## src/rtl/mrt_timer.sv

```systemverilog
module mrt_timer #(
  parameter int CNT_W = 48,
  parameter int LO_W  = 32
) (
  input  logic            clk,
  input  logic            rst_n,
  input  logic            wr_en,
  input  logic [2:0]      addr,
  input  logic [LO_W-1:0] wdata,
  output logic [LO_W-1:0] rdata,
  output logic            irq
);
  localparam int HI_W = CNT_W - LO_W;
  localparam logic [2:0] A_CTRL = 3'd0, A_CMPL = 3'd1, A_CMPH = 3'd2,
                         A_MSKL = 3'd3, A_MSKH = 3'd4, A_CNTL = 3'd5,
                         A_CNTH = 3'd6;

  logic [CNT_W-1:0] cnt, cmp, msk;
  logic             flag, clr_on, run;

  wire wr_ctrl = wr_en && addr == A_CTRL;
  wire wr_cntl = wr_en && addr == A_CNTL;
  wire wr_cnth = wr_en && addr == A_CNTH;
  wire wr_cnt  = wr_cntl || wr_cnth;
  wire hit     = ((cnt ^ cmp) & ~msk) == '0;
  wire ack     = wr_ctrl && wdata[0];

  always_ff @(posedge clk or negedge rst_n) begin
    if (!rst_n) begin
      cnt <= '0;
    end else if (wr_cntl) begin
      cnt[LO_W-1:0] <= wdata;
    end else if (wr_cnth) begin
      cnt[CNT_W-1:LO_W] <= wdata[HI_W-1:0];
    end else if (run) begin
      cnt <= (hit && clr_on) ? '0 : cnt + CNT_W'(1);
    end
  end

  always_ff @(posedge clk or negedge rst_n) begin
    if (!rst_n) begin
      cmp <= '1;
      msk <= '0;
    end else if (wr_en) begin
      case (addr)
        A_CMPL:  cmp[LO_W-1:0]     <= wdata;
        A_CMPH:  cmp[CNT_W-1:LO_W] <= wdata[HI_W-1:0];
        A_MSKL:  msk[LO_W-1:0]     <= wdata;
        A_MSKH:  msk[CNT_W-1:LO_W] <= wdata[HI_W-1:0];
        default: ;
      endcase
    end
  end

  always_ff @(posedge clk or negedge rst_n) begin
    if (!rst_n) begin
      flag   <= 1'b0;
      clr_on <= 1'b0;
      run    <= 1'b0;
    end else begin
      flag <= hit || (flag && !ack);
      if (wr_ctrl) begin
        clr_on <= wdata[1];
        run    <= wdata[2];
      end
    end
  end

  always_comb begin
    rdata = '0;
    case (addr)
      A_CTRL: rdata[2:0]      = {run, clr_on, flag};
      A_CMPL: rdata           = cmp[LO_W-1:0];
      A_CMPH: rdata[HI_W-1:0] = cmp[CNT_W-1:LO_W];
      A_MSKL: rdata           = msk[LO_W-1:0];
      A_MSKH: rdata[HI_W-1:0] = msk[CNT_W-1:LO_W];
      A_CNTL: rdata           = cnt[LO_W-1:0];
      A_CNTH: rdata[HI_W-1:0] = cnt[CNT_W-1:LO_W];
      default: rdata = '0;
    endcase
  end

  assign irq = flag;

  p_hold_r2: assert property (@(posedge clk) disable iff (!rst_n)
    (!run && !wr_cnt) |=> $stable(cnt));
  p_step_r3: assert property (@(posedge clk) disable iff (!rst_n)
    (run && !wr_cnt && !(hit && clr_on)) |=> cnt == $past(cnt) + CNT_W'(1));
  p_set_r4: assert property (@(posedge clk) disable iff (!rst_n)
    hit |=> irq);
  p_full_mask_r5: assert property (@(posedge clk) disable iff (!rst_n)
    (msk == '1) |=> irq);
  p_clear_r6: assert property (@(posedge clk) disable iff (!rst_n)
    (run && clr_on && hit && !wr_cnt) |=> cnt == '0);
  p_sticky_r7: assert property (@(posedge clk) disable iff (!rst_n)
    (irq && !ack) |=> irq);
  p_ack_r7: assert property (@(posedge clk) disable iff (!rst_n)
    (ack && !hit) |=> !irq);
  p_wr_lo_r8: assert property (@(posedge clk) disable iff (!rst_n)
    wr_cntl |=> cnt[LO_W-1:0] == $past(wdata));
endmodule

```

## config.mk

```make
export PLATFORM = sky130hd
export DESIGN_NAME = mrt_timer
export DESIGN_NICKNAME = d
export VERILOG_FILES = /design/src/rtl/mrt_timer.sv
export SDC_FILE = /design/constraint.sdc
export NUM_CORES = 1
export LEC_CHECK = 0
export BUFFER_PORTS_ARGS = -buffer_cell sky130_fd_sc_hd__buf_4
export CORE_MARGIN = 1
export CORE_UTILIZATION = 50
export DETAILED_ROUTE_END_ITERATION = 12
export GPL_TIMING_DRIVEN = 1
export PLACE_DENSITY = 0.71
export SYNTH_ARGS = -nofsm -noshare
export SYNTH_HDL_FRONTEND = slang
export SYNTH_SLANG_ARGS = --single-unit
```

## constraint.sdc

```tcl
create_clock -name clk -period 2.45 [get_ports clk]
set_input_delay 0.1225 -clock clk [delete_from_list [all_inputs] [get_ports clk]]
set_output_delay 0.1225 -clock clk [all_outputs]
set_load 0.005 [all_outputs]
```

Word-level counts from Yosys, hierarchy flattened
Cells that the tools add are included.
- bits in registers: 147
- input port bits: 38
- output and inout port bits: 33
- word-level logic and storage cells: 47
- add/subtract/negate cells: 1
- equality and inequality tests: 7
- mux-type cells: 8
- bitwise gates (word level): 4
- reduce and logical (&&, ||, !) cells: 18
- operators with widths (cell ; number):
    48-bit 2-to-1 mux ; 2
    13-bit case mux with 6 select lines ; 1
    32-bit 2-to-1 mux ; 2
    48-bit by 1-bit adder with 48-bit output (second input constant) ; 1
    48-bit bitwise AND ; 1
    48-bit zero test ; 1
    48-bit inverter ; 1
    16-bit case mux with 3 select lines ; 1
    48-bit XOR ; 1
    3-bit case mux with 7 select lines ; 1
    16-bit 2-to-1 mux ; 1
    2-bit AND reduction ; 6
    3-bit equality test (second input constant) ; 3
    3-bit by 2-bit equality test with 1-bit output (second input constant) ; 2
    1-bit logical AND ; 6
    2-bit nonzero test ; 2
    3-bit by 1-bit equality test with 1-bit output (second input constant) ; 1
    3-bit zero test ; 1
    2-bit != test (second input constant) ; 1
    1-bit zero test ; 1
    1-bit logical OR ; 1
    1-bit inverter ; 1

Logic depth before layout (Yosys ltp)
Gate-level depths: netlist of the first run.
- word-level depth: 8
- depth in mapped cells: 10
- depth with buffers taken out: 8

Least setup slack after synthesis of the first run
OpenSTA, ideal clock, no wires.
- path kind: reg2reg
- from: register cnt[0]
- to: register cnt[36]
- data arrival time: 2.206 ns
- required time: 2.329 ns
- path slack: 0.122 ns
- cell stages (with the launch flop): 9
- buffers on the path: 0
- cells stage by stage: dfrtp_1 ha_1 and3_2 nand3_4 or4_4 or4_4 and3_4 o21ai_1 nand2_1
- word-level cells in the longest chain between the ends: 7
- elaborated cells between the ends (all ways): 8
- ends and longest elaborated chain (what ; line ; RTL):
    start, declared ; 18 ; logic [CNT_W-1:0] cnt, cmp, msk;
    start signal, assigned by index ; 32 ; cnt[LO_W-1:0] <= wdata;
    start signal, assigned by index ; 34 ; cnt[CNT_W-1:LO_W] <= wdata[HI_W-1:0];
    start signal, assigned ; 36 ; cnt <= (hit && clr_on) ? '0 : cnt + CNT_W'(1);
    parallel branches: the longest is 4 deep, another holds 48-bit by 1-bit adder with 48-bit output ; n/a ;
    48-bit 2-to-1 mux (*) ; 36 ;
    48-bit 2-to-1 mux (*) ; 35 ; end else if (run) begin
    16-bit 2-to-1 mux (*) ; 33 ; end else if (wr_cnth) begin
Mark *: on every way between the ends. The select of a mux whose other input is x is not followed.
A chain may end at the register's enable or synchronous reset.

Worst setup path after layout of the first run
- from: register cnt[19]
- to: register cnt[38]
Same word-level chain as after synthesis.

==> flow_metrics.py, run 1 <==
metrics = {
    "power": {
        "power_density_nw_per_um2": 1010,
        "peakVddDrop_mv": 0.5469,
        "power_leakage_nw": 4.535,
        "totalPowerFinal_mw": 11.31,
    },
    "logic_synthesis": {
        "netlist_area_sq_um": 9019,
        "synth-compound-area-share": 0.1342,
        "yosys.area_share.simple": 0.1945,
        "synth_fa_ha_area_frac": 0.001387,
        "synth_edf_count": 0,
        "yosys.area.top_type": "dfrtp_1",
        "ys_seq_area_frac": 0.4145,
        "ys_top_cells_by_count": "mux2_2, dfrtp_1, nand2_1",
        "synth_top_area_frac": 0.2747,
        "synth_nets": 971,
        "synthCells": 932,
        "synth-xor-area-share": 0.04661,
        "synth.area.top_cells": "dfrtp_1, dfstp_2, mux2_2",
        "ys_async_sr_fraction": 1.000,
        "synth_most_common_cell": "mux2_2",
        "syn_area_per_cell_sq_um": 9.677,
        "ys_warn_count": 0,
        "synth_ff_type": "dfrtp_1",
        "synthMuxAreaShare": 0.1686,
        "ys_ff_latch": 147,
        "synth_top_family_by_area": "simple AND/OR/NAND/NOR gates",
        "synth.distinct_cells": 51,
    },
    "setup_path": {
        "path_class": "register to register",
        "worstPathArrival_ps": 2690,
        "cp_slowest_cell": "or3_4",
        "startpoint_type": "register",
        "worst_path_largest_cell_delay_ps": 470,
        "worstPathRequired_ps": 2760,
        "endpoint_kind": "register",
        "path_max_fanout": 7,
        "path_cells": "buf_4 -> nand4_1 -> or3_4 -> nor4_2 -> buf_4 -> nand4_1 -> and3_1 -> o21ai_1 -> nand2_1",
    },
    "clocking": {
        "htree_levels": 4,
        "clk_latency_ps": 430,
        "cts_tree": "built",
        "cts.path.max_buffers": 2,
        "numCtsBuffers": 17,
        "cts.clk_slew.worst_paths_ps": 60,
        "clock-sinks": 147,
        "clockRootBuffer": "clkbuf_16",
    },
    "route": {
        "dr.first_iter.drc_count": 987,
        "wire_per_inst_um": 23.72,
        "route.vias.total": 8458,
        "ant_nets": 0,
        "avgViaCountPerCell": 6.567,
        "dr.pass1.iters": 6,
        "drc": 0,
        "wl_um": 30560,
    },
    "grt": {
        "overflow": 0,
        "grt.total_usage": 0.3390,
        "grt_antenna_before_repair": 1,
        "grt_pass1_vias": 7799,
        "grt_max_degree": 66,
        "grt_first_pass_wirelength_um": 46650,
    },
    "floorplan": {
        "floorplan.initialDensity": 0.5160,
        "row_count": 48,
        "core_area_sq_um": 17480,
        "io_pins": 71,
        "fp.dieArea_sq_um": 18580,
        "fp.dieH_um": 136.3,
        "die_w_um": 136.3,
    },
    "timing": {
        "fin_skew_ps": 9.804,
        "timing_hold_violations_final": 0,
        "finalCritPeriodShare": 0.9717,
        "slew-limit-headroom": 0.1489,
        "setup_viol": 0,
        "worstMarginPinSlew_ps": 1276,
        "finalCriticalPeriod_ps": 2381,
        "max_freq_mhz": 420.1,
        "drv_slew": 0,
    },
    "flow_run": {
        "maxCapViolCount": 0,
    },
    "placement": {
        "port_buffers": 70,
        "dpl_cell_area_sq_um": 10190,
        "gp_congestion": 0.9767,
        "post-dp-hpwl_um": 20780,
    },
    "outcome": {
        "status": "finished clean",
    },
    "min_path": {
        "hp-class": "input pin to register",
    },
    "finish": {
        "design_area_sq_um": 11190,
        "synthToLayoutAreaGrowth_pct": 24.13,
        "drive_above_1_share": 0.3550,
        "nets": 1088,
    },
}
-- sequential cells by signal, indices dropped and copies added, names as in the netlist --
| signal | flops |
|---|---|
| run | 1 |
| clr_on | 1 |
| cnt | 48 |
| irq | 1 |
| cmp | 48 |
| msk | 48 |
-- path summary, 6_finish.rpt --
kind	startpoint	end	slack (ps)	depth (start not counted)
max	cnt[19]$_DFFE_PN0P_	cnt[38]$_DFFE_PN0P_	70	9
min	wdata[9]	msk[9]$_DFFE_PN0P_	30	2
max reg2reg	cnt[19]$_DFFE_PN0P_	cnt[38]$_DFFE_PN0P_	70	9
min reg2reg	msk[4]$_DFFE_PN0P_	msk[4]$_DFFE_PN0P_	540	1
max in group asynchronous	rst_n	cmp[7]$_DFFE_PN1P_	1410	3
min in group asynchronous	rst_n	msk[45]$_DFFE_PN0P_	260	2
-- stage by stage --
stage                     worst slack [ps]  hold WS, ps  instances  TNS, ps    util
after detailed placement            -6.072        148.2       1219   -6.072  0.5830
after CTS                            71.39        11.15       1284        0  0.6368
after global routing                -10.95        26.47       1287   -16.28  0.6404
final                                69.39        28.17       1288        0  0.6405
after floorplan                      122.2       -173.1        932        0       -
after global placement               61.88        147.3       1219        0  0.5830
-- logic make-up after synthesis --
group | count (synthesis)
simple gates | 314
compound gates | 193
flops | 147
mux | 137
buf+inv | 92
xor+xnor | 48
fa+ha+maj | 1
-- final cells by class --
type	instances	area, sq um
multi-input cells	693	4974
well taps	225	281.5
clock buffers	25	515.5
repair buffers	186	1570
clock inverters	7	95.09
inverters	4	15.01
flip-flops and latches	147	3741
diodes	1	2.502
fillers	1378	6282
-- per-layer routing --
layer	vias to the layer above	part of all wire	global-route usage
met2	521	0.45	0.5093
met4	0	0.031	0.1222
met5	-	0	0
met1	4156	0.42	0.4852
li1	3706	-	-
met3	75	0.098	0.06264
-- worst max-delay path, delay by kind of cell (launching register included) --
kind / cells / cell delay (ps)
AO/OA/AOI/OAI: 1 / 140
buffers and inverters: 2 / 340
flip-flops: 1 / 370
AND/OR/NAND/NOR: 6 / 1420
-- report_power, final --
part	switching, mW	total, mW	internal, mW
sequential	0.745	3.90	3.15
clock	1.03	2.69	1.66
combinational	2.46	4.72	2.27
-- what timing repair did --
item / CTS / global route
resized for setup: 1 / 7
hold buffers: 31 / 0
setup endpoints to repair: 4 / 11
hold endpoints to repair: 153 / 0
pin swaps: 1 / 5
cloned: 0 / 1
setup buffers: 2 / 2
-- layout by cell type (no fill, tap or decap), types with 3 or more instances in the layout --
cell type / netlist / final
nor3_1: 7 / 6
nor2_1: 28 / 27
or3_1: 6 / 5
clkbuf_8: 0 / 6
o22ai_1: 25 / 25
clkbuf_16: 0 / 18
dfstp_2: 48 / 48
mux2i_1: 27 / 27
and3_2: 4 / 4
nand4_1: 14 / 14
xnor2_1: 48 / 48
clkinvlp_4: 0 / 4
nor4_2: 1 / 3
or4_4: 3 / 3
nor2b_1: 4 / 3
nand2b_1: 3 / 3
o21ai_0: 59 / 59
or2_2: 3 / 3
buf_4: 0 / 147
and3_1: 49 / 48
dlygate4sd3_1: 0 / 31
dfrtp_1: 99 / 97
nand2_1: 84 / 84
a22oi_1: 53 / 53
a221oi_1: 14 / 14
nor4_1: 50 / 48
nand3_1: 24 / 23
inv_1: 3 / 3
a21oi_1: 24 / 24
and4_1: 4 / 3
o21ai_1: 11 / 9
and2_1: 18 / 18
buf_12: 0 / 6
a32oi_1: 4 / 4
mux2_2: 109 / 109
Power figures use the tool's default switching activity.
==> run 2, diff against run 1 <==
Settings changed: CELL_PAD_IN_SITES_DETAIL_PLACEMENT from default to 1, CELL_PAD_IN_SITES_GLOBAL_PLACEMENT from default to 1, CORE_UTILIZATION 50 to 43, PLACE_DENSITY 0.71 to default, PLACE_DENSITY_LB_ADDON from default to 0.1.
==> flow_metrics.py, run 2 (same netlist as run 1, synthesis figures left out) <==
metrics = {
    "outcome": {
        "status": "finished clean",
    },
    "placement": {
        "post-dp-hpwl_um": 25630,
        "gp_congestion": 0.9165,
        "port_buffers": 70,
        "dpl_cell_area_sq_um": 10320,
    },
    "grt": {
        "grt_most_used_layer": "met2",
        "grt_first_pass_wirelength_um": 55880,
        "overflow": 0,
        "grt_pass1_vias": 9000,
        "met2_usage": 0.5562,
        "grt.total_usage": 0.3458,
        "grt_antenna_before_repair": 0,
        "grtUsageMet1": 0.4700,
        "grt_max_degree": 60,
        "met3_usage": 0.05839,
    },
    "finish": {
        "diodes": 0,
        "design_area_sq_um": 11420,
        "nets": 1102,
        "nFillCells": 2281,
        "final_common_cell": "buf_4",
        "mostFrequentLayoutCells": "buf_4, mux2_2, dfrtp_1, nand2_1, o21ai_0",
        "drive_above_1_share": 0.3829,
        "largestRegisters": "cmp: 48 flops, cnt: 48 flops, msk: 48 flops",
        "synthToLayoutAreaGrowth_pct": 26.64,
    },
    "clocking": {
        "clk_latency_ps": 440,
        "clock-sinks": 147,
        "cts.path.max_buffers": 2,
        "cts.clk_slew.worst_paths_ps": 70,
        "clockRootBuffer": "clkbuf_16",
        "numCtsBuffers": 17,
        "htree_levels": 4,
        "cts_tree": "built",
    },
    "power": {
        "netSwitchingFraction": 0.4028,
        "pwr-share-clk": 0.226,
        "power_frac_comb": 0.439,
        "totalPowerFinal_mw": 11.77,
        "p_sw_mw": 4.741,
        "seqPwrFrac": 0.335,
        "peakVddDrop_mv": 0.6062,
        "power_density_nw_per_um2": 1031,
        "power_leakage_nw": 4.630,
        "cell_internal_pwr_mw": 7.029,
    },
    "timing": {
        "finalCriticalPeriod_ps": 2409,
        "timing_hold_violations_final": 0,
        "fin_skew_ps": 13.25,
        "worstMarginPinSlew_ps": 667.9,
        "finalCritPeriodShare": 0.9834,
        "slew-limit-headroom": 0.5538,
        "grt_setup_unrepaired": "true",
        "setup_viol": 0,
        "drv_slew": 0,
        "setup_tns_ps": 0,
        "max_freq_mhz": 415.0,
    },
    "route": {
        "dr.pass1.iters": 5,
        "wl_um": 37050,
        "wire_per_inst_um": 27.53,
        "drc": 0,
        "ant_nets": 0,
        "avgViaCountPerCell": 6.409,
        "dr.first_iter.drc_count": 767,
        "route.vias.total": 8626,
    },
    "floorplan": {
        "die_w_um": 146.8,
        "row_count": 52,
        "fp.dieH_um": 146.8,
        "io_pins": 71,
        "core_area_sq_um": 20430,
        "fp.dieArea_sq_um": 21560,
        "floorplan.initialDensity": 0.4415,
    },
    "setup_path": {
        "path_class": "register to register",
        "startpoint_type": "register",
        "endpoint_kind": "register",
        "worstPathArrival_ps": 2720,
        "worstPathRequired_ps": 2760,
        "path_max_fanout": 13,
    },
    "min_path": {
        "hp-class": "input pin to register",
    },
    "flow_run": {
        "maxCapViolCount": 0,
    },
}
[run 2: power groups by stage]
stage	registers, mW	clock network (mW)	logic, mW
finish	3.94	2.66	5.17
global route	4.01	2.77	5.52
CTS	3.90	2.68	4.92
detailed placement	3.92	0	4.79
global placement	3.87	0	4.65
floorplan	3.55	0	3.10
[run 2: what timing repair did]
action,in CTS,in global routing
endpoints found under the hold margin,181,0
resized for setup,7,29
endpoints found under the setup margin,4,43
gates cloned,0,3
hold buffers,30,0
setup buffers,0,5
pin swaps,0,8
[run 2: metrics by stage]
stage	setup WS (ps)	hold WS, ps	instances	utilization
4_1_cts	0.5775	1.005	1339	0.5495
3_3_place_gp	-0.8564	48.68	1277	0.5050
2_1_floorplan	122.2	-173.1	932	-
3_5_place_dp	-6.149	49.98	1277	0.5050
6_report	40.61	18.16	1346	0.5590
5_1_grt	-7.870	12.73	1346	0.5590
[run 2: per-layer routing]
| metal | vias to the layer above | wire length, um |
|---|---|---|
| met4 | 0 | 1088 |
| met5 | - | 0 |
| met3 | 65 | 2429 |
| met1 | 4474 | 16300 |
| met2 | 361 | 17240 |
| li1 | 3726 | - |
[run 2: path summary, 6_finish.rpt]
check,slack [ps],depth (start not counted),to,startpoint
min in group asynchronous,140,2,cnt[18]$_DFFE_PN0P_,rst_n
hold / removal,20,2,cmp[4]$_DFFE_PN1P_,wdata[4]
setup reg to reg,40,10,cnt[0]$_DFFE_PN0P_,cnt[12]$_DFFE_PN0P_
max in group asynchronous,1500,3,cmp[47]$_DFFE_PN1P_,rst_n
setup / recovery,40,10,cnt[0]$_DFFE_PN0P_,cnt[12]$_DFFE_PN0P_
hold reg to reg,540,1,msk[47]$_DFFE_PN0P_,msk[47]$_DFFE_PN0P_
[run 2: final cells by class]
| cell class | instances | area (sq um) | share of cell area |
|---|---|---|---|
| repair buffers | 200 | 1693 | 0.1482 |
| multi-input cells | 693 | 5041 | 0.4414 |
| flip-flops and latches | 147 | 3750 | 0.3283 |
| inverters | 4 | 15.01 | 0.001315 |
| clock buffers | 18 | 439.2 | 0.03845 |
| well taps | 270 | 337.8 | 0.02958 |
| clock inverters | 14 | 145.1 | 0.01271 |
[run 2: critical path: stages (launching register included)]
cell	delay [ps]
dfrtp_1	430
xnor2_1	370
o22ai_1	150
nor4_1	300
buf_4	160
and4_4	220
nand4_1	110
buf_6	170
buf_12	150
a22oi_2	120
a21oi_1	100
==> run 3, diff against run 2 <==
Settings changed: PLACE_DENSITY from default to 0.77, PLACE_DENSITY_LB_ADDON 0.1 to default.
==> flow_metrics.py, run 3 (same netlist as run 1, synthesis figures left out) <==
metrics = {
    "setup_path": {
        "worstPathRequired_ps": 2780,
        "path_class": "register to register",
        "startpoint_type": "register",
        "path_max_fanout": 8,
        "worstPathArrival_ps": 2740,
        "endpoint_kind": "register",
    },
    "placement": {
        "dp_cells": 1265,
        "post-dp-hpwl_um": 23630,
        "dp_worst_setup_slack_ps": -74.87,
        "port_buffers": 70,
        "gp_congestion": 0.9250,
    },
    "floorplan": {
        "core_area_sq_um": 20430,
        "die_w_um": 146.8,
        "io_pins": 71,
        "floorplan.initialDensity": 0.4415,
        "fp.dieArea_sq_um": 21560,
        "row_count": 52,
        "fp.dieH_um": 146.8,
    },
    "clocking": {
        "clock-sinks": 147,
        "clockRootBuffer": "clkbuf_16",
        "clk_latency_ps": 440,
        "numCtsBuffers": 17,
        "htree_levels": 4,
        "cts.path.max_buffers": 2,
        "cts.clk_slew.worst_paths_ps": 60,
        "cts_tree": "built",
    },
    "min_path": {
        "hp-class": "input pin to register",
    },
    "route": {
        "dr.first_iter.drc_count": 726,
        "ant_nets": 0,
        "avgViaCountPerCell": 6.407,
        "drc": 0,
        "wire_per_inst_um": 26.02,
        "wl_um": 34550,
        "dr.pass1.iters": 5,
        "route.vias.total": 8509,
    },
    "power": {
        "peakVddDrop_mv": 0.5676,
        "power_density_nw_per_um2": 1033,
        "power_leakage_nw": 4.532,
        "totalPowerFinal_mw": 11.63,
    },
    "timing": {
        "fin_ws_ps": 37.42,
        "worstMarginPinSlew_ps": 707.6,
        "fin_skew_ps": 8.785,
        "timing_hold_violations_final": 0,
        "finalCriticalPeriod_ps": 2413,
        "max_freq_mhz": 414.5,
        "slew-limit-headroom": 0.5265,
        "finalCritPeriodShare": 0.9847,
        "setup_viol": 0,
        "drv_slew": 0,
    },
    "flow_run": {
        "maxCapViolCount": 0,
    },
    "grt": {
        "grt_max_degree": 67,
        "grt_pass1_vias": 8653,
        "grt.total_usage": 0.3261,
        "grt_first_pass_wirelength_um": 52960,
        "overflow": 0,
        "grt_antenna_before_repair": 0,
    },
    "finish": {
        "mostFrequentLayoutCells": "buf_4, mux2_2, dfrtp_1, nand2_1, o21ai_0",
        "final_cells": 1328,
        "multi_input_area_sq_um": 5032,
        "largestRegisters": "cmp: 48 flops, cnt: 48 flops, msk: 48 flops",
        "drive_above_1_share": 0.3677,
        "nets": 1084,
        "diodes": 0,
        "seqCellArea_sq_um": 3747,
        "synthToLayoutAreaGrowth_pct": 24.85,
        "final_common_cell": "buf_4",
        "nFillCells": 2283,
    },
    "outcome": {
        "status": "finished clean",
    },
}
run 3: cell types whose count changed in the layout (fill, tap and decap cells not counted), sizes merged:
cell         delta
dlygate4sd3     -1
clkinv          +1
inv             -6
clkinvlp        +1
clkbuf          +1
buf            -15
bufinv          +1
run 3: critical path: stages, from the launching register on:
cell and delay [ps]:
dfrtp_2 450, and4_4 300, nand4_4 180, or3_4 400, or4_4 470, and3_1 220
o21ai_2 200, nand2_1 70
run 3: worst paths after layout:
path                                startpoint                   to  slack (ps)  cells past startpoint
min in group asynchronous                rst_n  msk[31]$_DFFE_PN0P_         270                      2
hold / removal                        wdata[4]   msk[4]$_DFFE_PN0P_           3                      2
setup / recovery            cnt[6]$_DFFE_PN0P_  cnt[27]$_DFFE_PN0P_          40                      7
hold reg to reg            msk[43]$_DFFE_PN0P_  msk[43]$_DFFE_PN0P_         550                      1
max in group asynchronous                rst_n  cmp[29]$_DFFE_PN1P_        1370                      3
setup reg to reg            cnt[6]$_DFFE_PN0P_  cnt[27]$_DFFE_PN0P_          40                      7
run 3: where the power goes:
group,switching (mW),internal [mW],leakage [nW],total [mW]
sequential,0.777,3.16,1.56,3.94
clock,1.12,1.58,0.286,2.71
combinational,2.69,2.30,2.68,4.99
total,4.59,7.04,4.53,11.6
run 3: what timing repair did:
action / 4_1_cts / 5_1_grt
pin swaps: 0 / 6
setup endpoints to repair: 15 / 14
buffers inserted: 0 / 2
gates resized for setup: 6 / 21
hold endpoints to repair: 149 / 0
hold buffers: 29 / 0
run 3: layer usage:
layer,vias up,GRT usage,part of all wire
met4,0,0.1510,0.040
met5,-,0,0
met1,4382,0.4344,0.42
met3,78,0.06584,0.069
li1,3697,-,-
met2,352,0.5100,0.47
run 3: final cells by class:
cell class / instances / share of cell area
clock buffer: 21 / 0.04178
tap: 270 / 0.03000
sequential: 147 / 0.3328
inverter: 4 / 0.001333
multi-input combinational: 693 / 0.4469
timing repair buffer: 182 / 0.1358
clock inverter: 11 / 0.01133
run 3: through the flow:
stage | hold slack, ps | setup TNS, ps | cell area, sq um | utilization
floorplan | -173.1 | 0 | 9019 | -
global placement | 175.1 | -51.99 | 10250 | 0.5018
detailed placement | 176.7 | -87.96 | 10250 | 0.5018
CTS | 0.9886 | 0 | 11160 | 0.5461
global route | 14.03 | -101.7 | 11260 | 0.5511
finish | 2.575 | 0 | 11260 | 0.5511
